--- src/rtl/dmc_pkg.sv ---
package dmc_pkg;
  typedef enum logic [1:0] {
    OP_READ  = 2'd0,
    OP_WRITE = 2'd1,
    OP_RMW   = 2'd2
  } dmc_op_e;

  typedef enum logic [1:0] {
    ST_IDLE = 2'd0,
    ST_ACT  = 2'd1,
    ST_COL  = 2'd2,
    ST_WB   = 2'd3
  } dmc_state_e;

  typedef enum logic {
    MODE_REQ = 1'b0,
    MODE_REF = 1'b1
  } dmc_mode_e;
endpackage

--- src/rtl/dmc_array.sv ---
module dmc_array
  import dmc_pkg::*;
#(
  parameter int ROW_W  = 3,
  parameter int COL_W  = 3,
  parameter int DATA_W = 8
) (
  input  logic              clk,
  input  logic              rst_n,
  input  logic              act_fire,
  input  logic [ROW_W-1:0]  act_row,
  input  logic              wb_fire,
  input  logic [ROW_W-1:0]  wb_row,
  input  logic              col_fire,
  input  logic [COL_W-1:0]  col,
  input  dmc_op_e           op,
  input  logic [DATA_W-1:0] wdata,
  output logic [DATA_W-1:0] rd_word
);
  localparam int ROWS = 1 << ROW_W;
  localparam int COLS = 1 << COL_W;

  logic [DATA_W-1:0] cells  [ROWS][COLS];
  logic [DATA_W-1:0] rowbuf [COLS];

  assign rd_word = rowbuf[col];

  // Opening a row empties it in the array: only a write-back restores it.
  always_ff @(posedge clk) begin
    if (!rst_n) begin
      for (int r = 0; r < ROWS; r++)
        for (int c = 0; c < COLS; c++)
          cells[r][c] <= '0;
      for (int c = 0; c < COLS; c++)
        rowbuf[c] <= '0;
    end else begin
      if (act_fire) begin
        for (int c = 0; c < COLS; c++) begin
          rowbuf[c]        <= cells[act_row][c];
          cells[act_row][c] <= '0;
        end
      end
      if (wb_fire) begin
        for (int c = 0; c < COLS; c++)
          cells[wb_row][c] <= rowbuf[c];
      end
      if (col_fire) begin
        case (op)
          OP_WRITE: rowbuf[col] <= wdata;
          OP_RMW:   rowbuf[col] <= rowbuf[col] + wdata;
          default:  ;
        endcase
      end
    end
  end
endmodule

--- src/rtl/dmc_refresh.sv ---
module dmc_refresh #(
  parameter int ROW_W        = 3,
  parameter int REF_INTERVAL = 1000
) (
  input  logic             clk,
  input  logic             rst_n,
  input  logic             ref_done,
  output logic             ref_pend,
  output logic [ROW_W-1:0] ref_row
);
  localparam int TMR_W = (REF_INTERVAL > 1) ? $clog2(REF_INTERVAL) : 1;
  localparam logic [TMR_W-1:0] TMR_LAST = TMR_W'(REF_INTERVAL - 1);

  logic [TMR_W-1:0] tmr_q;
  logic             fire;

  assign fire = (tmr_q == TMR_LAST);

  always_ff @(posedge clk) begin
    if (!rst_n) begin
      tmr_q    <= '0;
      ref_pend <= 1'b0;
      ref_row  <= '0;
    end else begin
      tmr_q <= fire ? '0 : tmr_q + 1'b1;
      if (ref_done) ref_row <= ref_row + 1'b1;
      if (fire) ref_pend <= 1'b1;
      else if (ref_done) ref_pend <= 1'b0;
    end
  end

  assert_ref_step_R9: assert property (@(posedge clk) disable iff (!rst_n)
    ref_done |=> (ref_row == ROW_W'($past(ref_row) + 1'b1)));
endmodule

--- src/rtl/dmc_seq.sv ---
module dmc_seq
  import dmc_pkg::*;
#(
  parameter int HALF_W = 3,
  parameter int DATA_W = 8,
  parameter int T_ACT  = 3,
  parameter int T_COL  = 1,
  parameter int T_WB   = 2
) (
  input  logic                clk,
  input  logic                rst_n,
  input  logic                req_valid,
  output logic                req_ready,
  input  dmc_op_e             req_op,
  input  logic [2*HALF_W-1:0] req_addr,
  input  logic [DATA_W-1:0]   req_wdata,
  output logic                rsp_valid,
  output logic [DATA_W-1:0]   rsp_data,
  input  logic                ref_pend,
  input  logic [HALF_W-1:0]   ref_row,
  output logic                ref_done,
  output logic                act_fire,
  output logic [HALF_W-1:0]   act_row,
  output logic                wb_fire,
  output logic [HALF_W-1:0]   wb_row,
  output logic                col_fire,
  output logic [HALF_W-1:0]   col,
  output dmc_op_e             op,
  output logic [DATA_W-1:0]   wdata,
  input  logic [DATA_W-1:0]   rd_word,
  output logic [HALF_W-1:0]   dram_addr,
  output logic                dram_ras,
  output logic                dram_cas,
  output logic                dram_we
);
  localparam int MAX_LAT = (T_ACT > T_WB) ? ((T_ACT > T_COL) ? T_ACT : T_COL)
                                          : ((T_WB > T_COL) ? T_WB : T_COL);
  localparam int CNT_W = (MAX_LAT > 1) ? $clog2(MAX_LAT) : 1;

  dmc_state_e         state_q;
  dmc_mode_e          mode_q;
  logic [CNT_W-1:0]   cnt_q;
  logic               open_q, chain_q;
  logic [HALF_W-1:0]  open_row_q, row_q, col_q;
  dmc_op_e            op_q;
  logic [DATA_W-1:0]  wdata_q;
  logic               phase_end, accept, row_hit;
  logic [HALF_W-1:0]  in_row;

  assign in_row    = req_addr[2*HALF_W-1:HALF_W];
  assign phase_end = (cnt_q == '0);
  assign req_ready = (state_q == ST_IDLE) && !ref_pend;
  assign accept    = req_valid && req_ready;
  assign row_hit   = open_q && (open_row_q == in_row);

  assign act_row  = (mode_q == MODE_REF) ? ref_row : row_q;
  assign wb_row   = open_row_q;
  assign col      = col_q;
  assign op       = op_q;
  assign wdata    = wdata_q;
  assign act_fire = (state_q == ST_ACT) && phase_end;
  assign col_fire = (state_q == ST_COL) && phase_end;
  assign wb_fire  = (state_q == ST_WB)  && phase_end;
  assign ref_done = wb_fire && (mode_q == MODE_REF) && !chain_q;

  always_comb begin
    dram_ras  = 1'b0;
    dram_cas  = 1'b0;
    dram_we   = 1'b0;
    dram_addr = '0;
    case (state_q)
      ST_ACT: begin dram_ras = 1'b1; dram_addr = act_row; end
      ST_COL: begin dram_cas = 1'b1; dram_addr = col_q; end
      ST_WB:  begin dram_ras = 1'b1; dram_we = 1'b1; dram_addr = open_row_q; end
      default: ;
    endcase
  end

  always_ff @(posedge clk) begin
    if (!rst_n) begin
      state_q    <= ST_IDLE;
      mode_q     <= MODE_REQ;
      cnt_q      <= '0;
      open_q     <= 1'b0;
      chain_q    <= 1'b0;
      open_row_q <= '0;
      row_q      <= '0;
      col_q      <= '0;
      op_q       <= OP_READ;
      wdata_q    <= '0;
      rsp_valid  <= 1'b0;
      rsp_data   <= '0;
    end else begin
      rsp_valid <= 1'b0;
      case (state_q)
        ST_IDLE: begin
          if (ref_pend) begin
            mode_q <= MODE_REF;
            if (open_q) begin
              state_q <= ST_WB; chain_q <= 1'b1; cnt_q <= CNT_W'(T_WB - 1);
            end else begin
              state_q <= ST_ACT; cnt_q <= CNT_W'(T_ACT - 1);
            end
          end else if (accept) begin
            mode_q  <= MODE_REQ;
            row_q   <= in_row;
            col_q   <= req_addr[HALF_W-1:0];
            op_q    <= req_op;
            wdata_q <= req_wdata;
            if (row_hit) begin
              state_q <= ST_COL; cnt_q <= CNT_W'(T_COL - 1);
            end else if (open_q) begin
              state_q <= ST_WB; chain_q <= 1'b1; cnt_q <= CNT_W'(T_WB - 1);
            end else begin
              state_q <= ST_ACT; cnt_q <= CNT_W'(T_ACT - 1);
            end
          end
        end
        ST_ACT: begin
          if (phase_end) begin
            open_q     <= 1'b1;
            open_row_q <= act_row;
            if (mode_q == MODE_REF) begin
              state_q <= ST_WB; chain_q <= 1'b0; cnt_q <= CNT_W'(T_WB - 1);
            end else begin
              state_q <= ST_COL; cnt_q <= CNT_W'(T_COL - 1);
            end
          end else cnt_q <= cnt_q - 1'b1;
        end
        ST_COL: begin
          if (phase_end) begin
            rsp_valid <= 1'b1;
            rsp_data  <= rd_word;
            state_q   <= ST_IDLE;
          end else cnt_q <= cnt_q - 1'b1;
        end
        ST_WB: begin
          if (phase_end) begin
            open_q <= 1'b0;
            if (chain_q) begin
              state_q <= ST_ACT; chain_q <= 1'b0; cnt_q <= CNT_W'(T_ACT - 1);
            end else state_q <= ST_IDLE;
          end else cnt_q <= cnt_q - 1'b1;
        end
        default: state_q <= ST_IDLE;
      endcase
    end
  end

  assert_strobe_excl_R2: assert property (@(posedge clk) disable iff (!rst_n)
    !(dram_ras && dram_cas));
  assert_cas_open_R4: assert property (@(posedge clk) disable iff (!rst_n)
    dram_cas |-> open_q);
  assert_rsp_pulse_R12: assert property (@(posedge clk) disable iff (!rst_n)
    rsp_valid |=> !rsp_valid);
  assert_ready_quiet_R8: assert property (@(posedge clk) disable iff (!rst_n)
    req_ready |-> (!dram_ras && !dram_cas && !dram_we));
  assert_act_closed_R10: assert property (@(posedge clk) disable iff (!rst_n)
    ((state_q == ST_ACT) && $past(state_q == ST_IDLE)) |-> !open_q);
endmodule

--- src/rtl/dram_mux_ctrl.sv ---
module dram_mux_ctrl
  import dmc_pkg::*;
#(
  parameter int HALF_W       = 3,
  parameter int DATA_W       = 8,
  parameter int T_ACT        = 3,
  parameter int T_COL        = 1,
  parameter int T_WB         = 2,
  parameter int REF_INTERVAL = 1000
) (
  input  logic                clk,
  input  logic                rst_n,
  input  logic                req_valid,
  output logic                req_ready,
  input  logic [1:0]          req_op,
  input  logic [2*HALF_W-1:0] req_addr,
  input  logic [DATA_W-1:0]   req_wdata,
  output logic                rsp_valid,
  output logic [DATA_W-1:0]   rsp_data,
  output logic [HALF_W-1:0]   dram_addr,
  output logic                dram_ras,
  output logic                dram_cas,
  output logic                dram_we
);
  logic              ref_pend, ref_done;
  logic [HALF_W-1:0] ref_row, act_row, wb_row, col;
  logic              act_fire, wb_fire, col_fire;
  dmc_op_e           op;
  logic [DATA_W-1:0] wdata, rd_word;

  dmc_refresh #(.ROW_W(HALF_W), .REF_INTERVAL(REF_INTERVAL)) u_ref (
    .clk(clk), .rst_n(rst_n), .ref_done(ref_done),
    .ref_pend(ref_pend), .ref_row(ref_row)
  );

  dmc_seq #(.HALF_W(HALF_W), .DATA_W(DATA_W), .T_ACT(T_ACT),
            .T_COL(T_COL), .T_WB(T_WB)) u_seq (
    .clk(clk), .rst_n(rst_n),
    .req_valid(req_valid), .req_ready(req_ready), .req_op(dmc_op_e'(req_op)),
    .req_addr(req_addr), .req_wdata(req_wdata),
    .rsp_valid(rsp_valid), .rsp_data(rsp_data),
    .ref_pend(ref_pend), .ref_row(ref_row), .ref_done(ref_done),
    .act_fire(act_fire), .act_row(act_row), .wb_fire(wb_fire), .wb_row(wb_row),
    .col_fire(col_fire), .col(col), .op(op), .wdata(wdata), .rd_word(rd_word),
    .dram_addr(dram_addr), .dram_ras(dram_ras), .dram_cas(dram_cas),
    .dram_we(dram_we)
  );

  dmc_array #(.ROW_W(HALF_W), .COL_W(HALF_W), .DATA_W(DATA_W)) u_arr (
    .clk(clk), .rst_n(rst_n),
    .act_fire(act_fire), .act_row(act_row),
    .wb_fire(wb_fire), .wb_row(wb_row),
    .col_fire(col_fire), .col(col), .op(op), .wdata(wdata),
    .rd_word(rd_word)
  );
endmodule

--- config.mk ---
export PLATFORM = sky130hd
export DESIGN_NAME = dram_mux_ctrl
export DESIGN_NICKNAME = d
export VERILOG_FILES = /design/src/rtl/dmc_pkg.sv /design/src/rtl/dmc_array.sv /design/src/rtl/dmc_refresh.sv /design/src/rtl/dmc_seq.sv /design/src/rtl/dram_mux_ctrl.sv
export SDC_FILE = /design/constraint.sdc
export NUM_CORES = 1
export LEC_CHECK = 0
export BUFFER_PORTS_ARGS = -buffer_cell sky130_fd_sc_hd__buf_4
export CELL_PAD_IN_SITES_DETAIL_PLACEMENT = 1
export CELL_PAD_IN_SITES_GLOBAL_PLACEMENT = 2
export CORE_MARGIN = 3
export CORE_UTILIZATION = 49
export CTS_CLUSTER_SIZE = 40
export DETAILED_ROUTE_END_ITERATION = 8
export MAX_ROUTING_LAYER = met4
export PLACE_DENSITY_LB_ADDON = 0.1
export SLEW_MARGIN = 20
export SYNTH_ARGS = -nofsm -noshare
export SYNTH_HDL_FRONTEND = slang
export SYNTH_HIERARCHICAL = 1
export SYNTH_SLANG_ARGS = --single-unit
--- constraint.sdc ---
create_clock -name clk -period 23.6 [get_ports clk]
set_clock_uncertainty 0.05 [all_clocks]
set_input_delay 4.72 -clock clk [delete_from_list [all_inputs] [get_ports clk]]
set_output_delay 4.72 -clock clk [all_outputs]
set_load 0.1 [all_outputs]
==> impl_metrics.env, run 1 <==
export IMPL_tns_ps=0
export IMPL_worst_slack_ps=16110
export IMPL_fin_area_um2=31900
export IMPL_cts_sinks=625
export IMPL_pre_cts_slack_ps=15490
export IMPL_clockBufferDepth=3
export IMPL_rows=87
export IMPL_hold_depth=2
export IMPL_pwr_density_cell_nw_per_um2=94.6
export IMPL_final_hold_violation_count=0
export IMPL_yosys_warnings=6
export IMPL_core_area_um2=57000
export IMPL_track_usage_pct=29.3
export IMPL_ant_nets=0
export IMPL_endpoint_kind="flip-flop"
export IMPL_antenna_found_initial=1
export IMPL_multi_input_area_um2=9910
export IMPL_drt_iter0_drc=1762
export IMPL_worstSetupPathType="in -> reg"
export IMPL_clk_pin_slew_ps=60
export IMPL_cp_required_ps=23790
export IMPL_grt_max_degree=72
export IMPL_drtPass1Iterations=5
export IMPL_initial_utilization_pct=50.1
export IMPL_die_height_um=248
export IMPL_intPower_mw=2.10
export IMPL_cts_buffers=69
export IMPL_hpwl_um=49600
export IMPL_min_period_ps=7490
export IMPL_vdd_drop_max_uv=72.4
export IMPL_syn_area_per_cell_um2=13.5
export IMPL_portBuffers=34
export IMPL_status="finished, final reports clean"
export IMPL_ys_ff_latch=625
export IMPL_drc=0
export IMPL_grt_overflow_total=0
export IMPL_final_nets=2164
export IMPL_worstSetupStartpoint="rst_n"
export IMPL_r2r_start="u_seq/col[1]"
export IMPL_drt_wl_total_um=85600
export IMPL_switching_share_pct=30.6
export IMPL_worst_slew_pin_slew_ps=1150
export IMPL_viasPerCell=6.27
export IMPL_clock_latency_ps=630
export IMPL_net_switching_power_mw=0.924
export IMPL_cts_resized=0
export IMPL_root_buffer="clkbuf_16"
export IMPL_cts_tree="done"
export IMPL_wl_per_cell_um=29.2
export IMPL_io_pins=35
export IMPL_seqPwrFrac_pct=47.2
export IMPL_synth_flop_cell="edfxtp_1"
export IMPL_dpl_cell_area_um2=29700
export IMPL_final_util_pct=56.0
export IMPL_worstHoldEndpoint="u_seq/row_q[2]"
export IMPL_fillers=5508
export IMPL_grt_first_pass_wirelength_um=127000
export IMPL_antenna_cells=0
export IMPL_setup_violations=0
export IMPL_synth_distinct_cells=69
export IMPL_final_cell_mix="edfxtp_1, and2_1, nor2_1, a21oi_1, nand2_1"
export IMPL_synth_edff_count=576
export IMPL_mostFrequentLayoutCell="edfxtp_1"
export IMPL_slew_viol_final=0
export IMPL_fp_dieArea_um2=61300
export IMPL_synth_seq_area_share_pct=63.9
export IMPL_synthArstFlopShare_pct=0
export IMPL_rrSetupSlack_ps=18790
export IMPL_r2r_end="u_arr/rowbuf[6][7]"
export IMPL_worstHoldStart="u_seq/row_q[2]"
export IMPL_h_tree_depth=3
export IMPL_rsz0062_at_grt="false"
export IMPL_slew_limit_headroom_pct=22.9
export IMPL_timing_fmax_mhz=134
export IMPL_drive_above_1_share_pct=14.5
export IMPL_power_mw=3.02
export IMPL_syn_cell_area_um2=28600
export IMPL_hp_class="reg -> reg"
export IMPL_place_gp_congestion=0.856
export IMPL_drv_cap=0
export IMPL_final_seq_area_um2=18300
export IMPL_synth_nets=2156
export IMPL_arrival_ps=7680
export IMPL_ff2ff_path_depth=14
export IMPL_post_cts_buffers=0
export IMPL_cp_max_fo=64
export IMPL_grt_pass1_vias=19100
export IMPL_pwr_share_comb_pct=17.8
export IMPL_holdBufCountCts=0
export IMPL_die_width_um=248
export IMPL_crit_path_start_kind="input pin"
export IMPL_p_leak_nw=11.3
export IMPL_vias=18400
export IMPL_syn_inst=2123
export IMPL_power_frac_clock_pct=35.0
export IMPL_area_growth_pct=11.7
export IMPL_period_share_pct=31.7
## power by group through the flow
stage               Clock (mW)  Combinational, mW  Sequential, mW
floorplan                    0              0.347            1.40
global placement             0              0.520            1.44
detailed placement           0              0.531            1.45
CTS                       1.07              0.535            1.42
global route              1.12              0.574            1.44
finish                    1.06              0.539            1.43
## per-stage QoR
stage	instances	hold WS [ps]
2_1_floorplan	2123	384
3_3_place_gp	2813	397
3_5_place_dp	2814	403
4_1_cts	2932	414
5_1_grt	2934	443
6_report	2934	410
## critical path, cell delays in order
cell and delay, ps:
buf_4 310, nand2_1 450, nor2_4 180, buf_4 670, nand3b_1 230, buf_4 420
buf_4 620
## routing by layer
layer / share of wire, % / vias to the layer above / track usage (%)
li1: - / 7889 / -
met5: 0 / - / -
met2: 48 / 683 / 46.7
met3: 6.5 / 147 / 3.95
met4: 2.6 / 0 / 8.65
met1: 43 / 9680 / 39.6
## synth_stat cells (25+ instances only)
master	n	share of area, %
and2_1	513	11
a21oi_1	103	1.8
o22ai_1	62	1.4
mux4_2	61	4.8
mux2_2	52	2.0
a211oi_1	25	0.66
nand2_1	93	1.2
nor2_1	105	1.4
dfxtp_1	49	3.4
mux2i_1	71	2.5
a22oi_1	40	1.0
edfxtp_1	576	60
clkbuf_1	95	1.2
## worst max-delay path by stage
stage	endpoint	slack, ps
floorplan	u_arr/cells[0][0]	13640
global placement	u_arr/cells[4][56]	15590
detailed placement	u_arr/cells[4][49]	15490
CTS	dram_addr[1]	16110
global route	u_arr/cells[4][19]	15950
finish	u_arr/cells[4][0]	16110
## flip-flops by register name, summed over array words and instances, names as in the netlist, 8 cells and up
name / cells
u_arr/cells: 512
u_arr/rowbuf: 64
u_ref/tmr_q: 10
u_seq/rsp_data: 8
u_seq/wdata: 8
## layout make-up
type	instances	share of cell area [%]
flip-flops and latches	625	57.2
multi-input cells	1347	31.0
clock buffers	84	5.58
well taps	756	2.96
repair buffers	71	1.78
clock inverters	34	1.18
inverters	17	0.215
## cell families (layout without fill, tap and decap cells)
family | count (synthesis) | in the layout | share of synthesized area (%)
xor gates and xnor gates | 12 | 12 | 0.367
DFF | 625 | 625 | 63.9
and+or+nand+nor | 805 | 805 | 15.9
AOI/OAI and AO/OA | 332 | 332 | 7.67
muxes | 184 | 184 | 9.33
adders and majority gates | 14 | 14 | 0.639
buffers and inverters | 151 | 206 | 2.15
(Power assumes the default switching activity.)
==> inputs of run 2 (changes only) <==
--- a/config.mk
+++ b/config.mk
@@ -9,7 +9,7 @@
 export CELL_PAD_IN_SITES_DETAIL_PLACEMENT = 1
 export CELL_PAD_IN_SITES_GLOBAL_PLACEMENT = 2
 export CORE_MARGIN = 3
-export CORE_UTILIZATION = 49
+export CORE_UTILIZATION = 46
 export CTS_CLUSTER_SIZE = 40
 export DETAILED_ROUTE_END_ITERATION = 8
 export MAX_ROUTING_LAYER = met4
==> constraint.sdc (replaced) <==
create_clock -name clk -period 7.7 [get_ports clk]
set_clock_uncertainty 0.05 [all_clocks]
set_input_delay 1.54 -clock clk [delete_from_list [all_inputs] [get_ports clk]]
set_output_delay 1.54 -clock clk [all_outputs]
set_load 0.1 [all_outputs]
==> run 2 against run 1 <==
Against the previous run: setup slack lost 13000 ps; cell count is 2.8% higher; via count up 0.56%; routed wire length rose by 5.6%; register-to-register slack worse by 16000 ps; worst hold slack improved by 0.95 ps; critical path type is now reg -> reg; critical endpoint is now u_arr/rowbuf[5][1]; largest power group unchanged.
==> impl_metrics.env, run 2 (same netlist as run 1, synthesis figures left out) <==
export IMPL_status="finished, final reports clean"
export IMPL_worstHoldEndpoint="u_seq/rsp_data[3]"
export IMPL_r2r_start="u_seq/state_q[1]"
export IMPL_worstSetupPathType="reg -> reg"
export IMPL_hpwl_um=53200
export IMPL_drt_wl_total_um=90300
export IMPL_vdd_drop_max_uv=199
export IMPL_holdBufCountCts=0
export IMPL_cp_max_fo=28
export IMPL_vias=18500
export IMPL_hold_depth=2
export IMPL_final_hold_violation_count=0
export IMPL_worstHoldStart="u_seq/rsp_data[3]"
export IMPL_min_period_ps=4670
export IMPL_p_leak_nw=11.4
export IMPL_fin_area_um2=32100
export IMPL_power_frac_clock_pct=35.0
export IMPL_worstSetupStartpoint="u_seq/state_q[1]"
export IMPL_net_switching_power_mw=2.90
export IMPL_clock_latency_ps=610
export IMPL_rows=90
export IMPL_period_share_pct=60.7
export IMPL_grt_overflow_total=0
export IMPL_cts_resized=0
export IMPL_intPower_mw=6.46
export IMPL_initial_utilization_pct=47.0
export IMPL_drc=0
export IMPL_clockBufferDepth=3
export IMPL_slew_limit_headroom_pct=25.8
export IMPL_tns_ps=0
export IMPL_fp_dieArea_um2=65200
export IMPL_ant_nets=0
export IMPL_die_height_um=255
export IMPL_endpoint_kind="flip-flop"
export IMPL_place_gp_congestion=0.879
export IMPL_setup_violations=0
export IMPL_drv_cap=0
export IMPL_cts_tree="done"
export IMPL_pwr_density_cell_nw_per_um2=291
export IMPL_die_width_um=255
export IMPL_hold_ws_ps=411
export IMPL_drt_iter0_drc=1612
export IMPL_slew_viol_final=0
export IMPL_timing_fmax_mhz=214
export IMPL_cts_sinks=625
export IMPL_core_area_um2=60900
export IMPL_hp_class="reg -> reg"
export IMPL_pwr_share_comb_pct=18.0
export IMPL_wl_per_cell_um=30.0
export IMPL_reg_top3="u_arr/cells: 512 flops, u_arr/rowbuf: 64 flops, u_ref/tmr_q: 10 flops"
export IMPL_grt_first_pass_wirelength_um=133000
export IMPL_h_tree_depth=3
export IMPL_crit_path_start_kind="flip-flop"
export IMPL_track_usage_pct=28.5
export IMPL_fillers=5951
export IMPL_root_buffer="clkbuf_16"
export IMPL_worst_slew_pin_slew_ps=1110
export IMPL_seqPwrFrac_pct=47.0
export IMPL_io_pins=35
export IMPL_rsz0062_at_grt="false"
export IMPL_mostFrequentLayoutCell="edfxtp_1"
export IMPL_largest_reg_flops=512
export IMPL_cp_required_ps=7970
export IMPL_ff2ff_path_depth=7
export IMPL_switching_share_pct=31.0
export IMPL_viasPerCell=6.14
export IMPL_grt_max_degree=64
export IMPL_portBuffers=34
export IMPL_r2r_end="u_arr/rowbuf[5][1]"
export IMPL_grt_pass1_vias=19300
export IMPL_top_register="u_arr/cells"
export IMPL_rrSetupSlack_ps=3030
export IMPL_antenna_found_initial=1
export IMPL_final_cell_mix="edfxtp_1, and2_1, nor2_1, a21oi_1, nand2_1"
export IMPL_arrival_ps=4940
export IMPL_drive_above_1_share_pct=14.8
export IMPL_dpl_cell_area_um2=29900
export IMPL_clk_pin_slew_ps=60
export IMPL_area_growth_pct=12.2
export IMPL_post_cts_buffers=0
export IMPL_final_nets=2170
export IMPL_cts_buffers=71
export IMPL_drtPass1Iterations=5
==> run 2: cell count changes in the layout (fill, tap and decap cells not counted), moves of 2 or more <==
cell	change
buf_4	+5
clkbuf_16	+4
clkinv_8	-3
clkinvlp_4	+3
bufinv_16	-2
==> run 2: how the worst max path moves through the flow <==
stage / to / slack, ps / cells after the start
floorplan: u_arr/cells[0][0] / 410 / 7
global placement: u_arr/rowbuf[5][4] / 3000 / 13
detailed placement: u_arr/rowbuf[5][1] / 3140 / 7
CTS: u_arr/rowbuf[5][1] / 3150 / 7
global route: u_arr/rowbuf[5][0] / 2740 / 7
finish: u_arr/rowbuf[5][1] / 3030 / 7
==> run 2: worst max-delay path: stages, from the launching register on <==
cell and delay, ps:
dfxtp_1 1000, nand3b_1 550, clkinv_1 380, nand3_1 190, nor2_1 490, nand3_1 730, nand2_1 780, o22ai_1 200
==> run 2: power by group through the flow <==
stage | combinational [mW] | sequential (mW) | clock, mW
floorplan | 1.06 | 4.29 | 0
global placement | 1.64 | 4.44 | 0
detailed placement | 1.67 | 4.46 | 0
CTS | 1.68 | 4.39 | 3.34
global route | 1.79 | 4.43 | 3.47
finish | 1.69 | 4.40 | 3.27
==> run 2: final cells by class <==
type	count	area, um^2	area share, %
clock buffers	90	1900	5.92
repair buffers	75	571	1.78
clock inverters	32	315	0.982
well taps	828	1040	3.23
multi-input cells	1347	9930	30.9
flip-flops and latches	625	18300	56.9
inverters	17	68.8	0.214
diodes	1	2.50	0.00779
==> run 2: metal layers <==
metal	GRT usage [%]	routed length (um)
met5	-	0
met4	10.5	3250
met2	44.8	43300
met3	4.93	6300
met1	37.4	37500
==> run 2: metrics by stage <==
step                      power [mW]  instances  util [%]  worst slack (ps)
final                           9.36       3015      52.7              3030
after global routing            9.70       3015      52.7              2740
after CTS                       9.41       3014      52.7              3150
after detailed placement        6.13       2892      49.1              3140
after global placement          6.08       2890      49.0              3000
after floorplan                 5.36       2123         -               414
==> inputs of run 3 (changes only) <==
--- a/config.mk
+++ b/config.mk
@@ -5,11 +5,12 @@
 export SDC_FILE = /design/constraint.sdc
 export NUM_CORES = 1
 export LEC_CHECK = 0
+export ABC_AREA = 1
 export BUFFER_PORTS_ARGS = -buffer_cell sky130_fd_sc_hd__buf_4
 export CELL_PAD_IN_SITES_DETAIL_PLACEMENT = 1
 export CELL_PAD_IN_SITES_GLOBAL_PLACEMENT = 2
 export CORE_MARGIN = 3
-export CORE_UTILIZATION = 46
+export CORE_UTILIZATION = 42
 export CTS_CLUSTER_SIZE = 40
 export DETAILED_ROUTE_END_ITERATION = 8
 export MAX_ROUTING_LAYER = met4
==> constraint.sdc (replaced) <==
create_clock -name clk -period 4.5 [get_ports clk]
set_clock_uncertainty 0.05 [all_clocks]
set_input_delay 0.9 -clock clk [delete_from_list [all_inputs] [get_ports clk]]
set_output_delay 0.9 -clock clk [all_outputs]
set_load 0.1 [all_outputs]
==> run 3 against run 2 <==
Against the previous run: total power up 74%; die area increased by 3.5%; critical path depth is 6 higher; first-iteration DRC count is 15% higher; area after synthesis decreased by 5.4%; highest routed layer unchanged; sequential power is 66% higher.
==> impl_metrics.env, run 3 <==
export IMPL_synth_distinct_cells=45
export IMPL_largest_reg_flops=512
export IMPL_yosysMostFrequentCell="nand2_1"
export IMPL_grt_pass1_vias=20800
export IMPL_p_leak_nw=11.6
export IMPL_final_util_pct=48.3
export IMPL_cts_sinks=625
export IMPL_synth_seq_area_share_pct=67.6
export IMPL_die_height_um=260
export IMPL_endpoint_kind="flip-flop"
export IMPL_clk_pin_slew_ps=60
export IMPL_vias=20300
export IMPL_cp_max_fo=9
export IMPL_core_area_um2=63400
export IMPL_synthTopCellsByArea="edfxtp_1, nand2_1, nor2_1"
export IMPL_r2r_start="u_seq/col[1]"
export IMPL_worstHoldStart="u_seq/rsp_data[7]"
export IMPL_clockBufferDepth=3
export IMPL_synth_nets=2633
export IMPL_drt_wl_total_um=98900
export IMPL_cts_tree="done"
export IMPL_drv_cap=0
export IMPL_status="finished, final reports clean"
export IMPL_crit_path_start_kind="flip-flop"
export IMPL_timing_fmax_mhz=244
export IMPL_io_pins=35
export IMPL_rsz0062_at_grt="false"
export IMPL_synth_edff_count=576
export IMPL_syn_area_per_cell_um2=10.4
export IMPL_synth_simple_area_share_pct=19.8
export IMPL_grt_overflow_total=0
export IMPL_synthArstFlopShare_pct=0
export IMPL_slew_viol_final=0
export IMPL_vdd_drop_max_uv=301
export IMPL_hpwl_um=56600
export IMPL_drt_iter0_drc=1855
export IMPL_pwr_density_cell_nw_per_um2=532
export IMPL_placed_cells=3409
export IMPL_drive_above_1_share_pct=8.79
export IMPL_synth_compound_area_share_pct=7.08
export IMPL_hp_class="reg -> reg"
export IMPL_synth_fa_ha_area_share_pct=0.675
export IMPL_grt_max_degree=65
export IMPL_period_share_pct=91.1
export IMPL_portBuffers=34
export IMPL_r2r_end="u_arr/rowbuf[4][6]"
export IMPL_yosys_warnings=6
export IMPL_hold_depth=2
export IMPL_rows=92
export IMPL_drc=0
export IMPL_top_register="u_arr/cells"
export IMPL_worst_slew_pin_slew_ps=1230
export IMPL_cts_resized=0
export IMPL_grt_first_pass_wirelength_um=143000
export IMPL_place_gp_congestion=0.907
export IMPL_holdBufCountCts=0
export IMPL_fin_cells=3538
export IMPL_setup_violations=0
export IMPL_synth_top_cell_by_area="edfxtp_1"
export IMPL_ys_ff_latch=625
export IMPL_viasPerCell=5.73
export IMPL_area_growth_pct=13.2
export IMPL_final_hold_violation_count=0
export IMPL_clock_latency_ps=620
export IMPL_fp_dieArea_um2=67500
export IMPL_ant_nets=0
export IMPL_cp_required_ps=4810
export IMPL_initial_utilization_pct=42.6
export IMPL_min_period_ps=4100
export IMPL_post_cts_buffers=0
export IMPL_wl_per_cell_um=27.9
export IMPL_antenna_found_initial=2
export IMPL_final_cell_mix="nand2_1, nor2_1, edfxtp_1, inv_1, clkbuf_16"
export IMPL_h_tree_depth=3
export IMPL_syn_inst=2600
export IMPL_synthTopCellsByCount="nand2_1, nor2_1, edfxtp_1"
export IMPL_syn_cell_area_um2=27000
export IMPL_root_buffer="clkbuf_16"
export IMPL_rrSetupSlack_ps=400
export IMPL_drtPass1Iterations=5
export IMPL_die_width_um=260
export IMPL_final_nets=2668
export IMPL_synth_flop_cell="edfxtp_1"
export IMPL_track_usage_pct=30.5
export IMPL_worstHoldEndpoint="u_seq/rsp_data[7]"
export IMPL_yosys_mux_area_fraction_pct=0
export IMPL_reg_top3="u_arr/cells: 512 flops, u_arr/rowbuf: 64 flops, u_ref/tmr_q: 10 flops"
export IMPL_worstSetupPathType="reg -> reg"
export IMPL_hold_ws_ps=413
export IMPL_arrival_ps=4410
export IMPL_cts_buffers=70
export IMPL_yosysTopAreaCellShare_pct=63.9
export IMPL_slew_limit_headroom_pct=18.0
export IMPL_synthXorXnorAreaFrac_pct=0.194
export IMPL_ff2ff_path_depth=13
export IMPL_mostFrequentLayoutCell="nand2_1"
export IMPL_synth_top_family_by_area="simple AND/OR/NAND/NOR gates"
[run 3: cell types whose count changed in the layout (fill, tap and decap cells not counted), sizes merged, moves of 38 or more]
cell,previous run,this run
nand2,93,617
and2,513,2
nor2,106,592
inv,19,176
mux2i,71,0
o21ai,20,82
mux4,61,0
mux2,52,0
nand3,22,72
o22ai,62,13
a21oi,104,65
nand4,3,41
[run 3: where the power goes]
group | switching [mW] | internal, mW | total (mW) | leakage, nW
Sequential | 0.352 | 6.95 | 7.30 | 6.37
Combinational | 2.81 | 0.740 | 3.55 | 4.22
Clock | 2.33 | 3.10 | 5.43 | 1.03
[run 3: logic make-up after synthesis]
group / after synthesis
AOI/OAI and AO/OA: 294
adders and majority gates: 14
DFF: 625
and+or+nand+nor: 1335
xor gates and xnor gates: 6
buffers and inverters: 326
[run 3: worst max-delay path, cell delays in order, from the launching register on]
cell	delay, ps
dfxtp_1	570
inv_1	180
nand3_1	390
o22ai_1	130
a221oi_1	340
nand4_1	310
ha_1	490
inv_1	100
o21bai_1	170
nand2_1	100
nand4_1	80
nand3_1	540
nand3_1	310
nand2_1	100
[run 3: layout make-up]
cell class | instances | area [um^2]
fill | 6876 | 32800
sequential | 625 | 18300
multi-input combinational | 1649 | 7590
clock buffer | 95 | 1920
tap | 846 | 1060
timing repair buffer | 83 | 790
inverter | 206 | 783
clock inverter | 28 | 196
antenna | 6 | 15.0
[run 3: worst max-delay path by stage]
stage | from | to | cells past startpoint
finish | u_seq/col[1] | u_arr/rowbuf[4][6] | 13
global route | u_seq/col[1] | u_arr/rowbuf[4][3] | 12
CTS | u_seq/col[1] | u_arr/rowbuf[1][3] | 12
detailed placement | u_seq/col[1] | u_arr/rowbuf[4][3] | 12
global placement | u_seq/col[1] | u_arr/rowbuf[4][3] | 12
floorplan | u_seq/mode_q | u_arr/cells[1][0] | 5
[run 3: routing by layer]
| layer | up-vias | GRT usage, % | part of all wire (%) | routed length [um] |
|---|---|---|---|---|
| li1 | 8914 | - | - | - |
| met1 | 10500 | 39.3 | 42 | 41600 |
| met2 | 663 | 49.5 | 48 | 47600 |
| met4 | 0 | 8.92 | 2.8 | 2760 |
| met3 | 174 | 5.48 | 6.9 | 6860 |
| met5 | - | - | 0 | 0 |
[run 3: metrics by stage]
step	area [um^2]	total power [mW]	setup WS [ps]	setup TNS, ps
after global routing	30600	16.9	255	0
after CTS	30600	16.4	419	0
final	30600	16.3	402	0
after floorplan	27100	9.37	-124	-34380
after detailed placement	28500	10.9	428	0
after global placement	28500	10.9	477	0
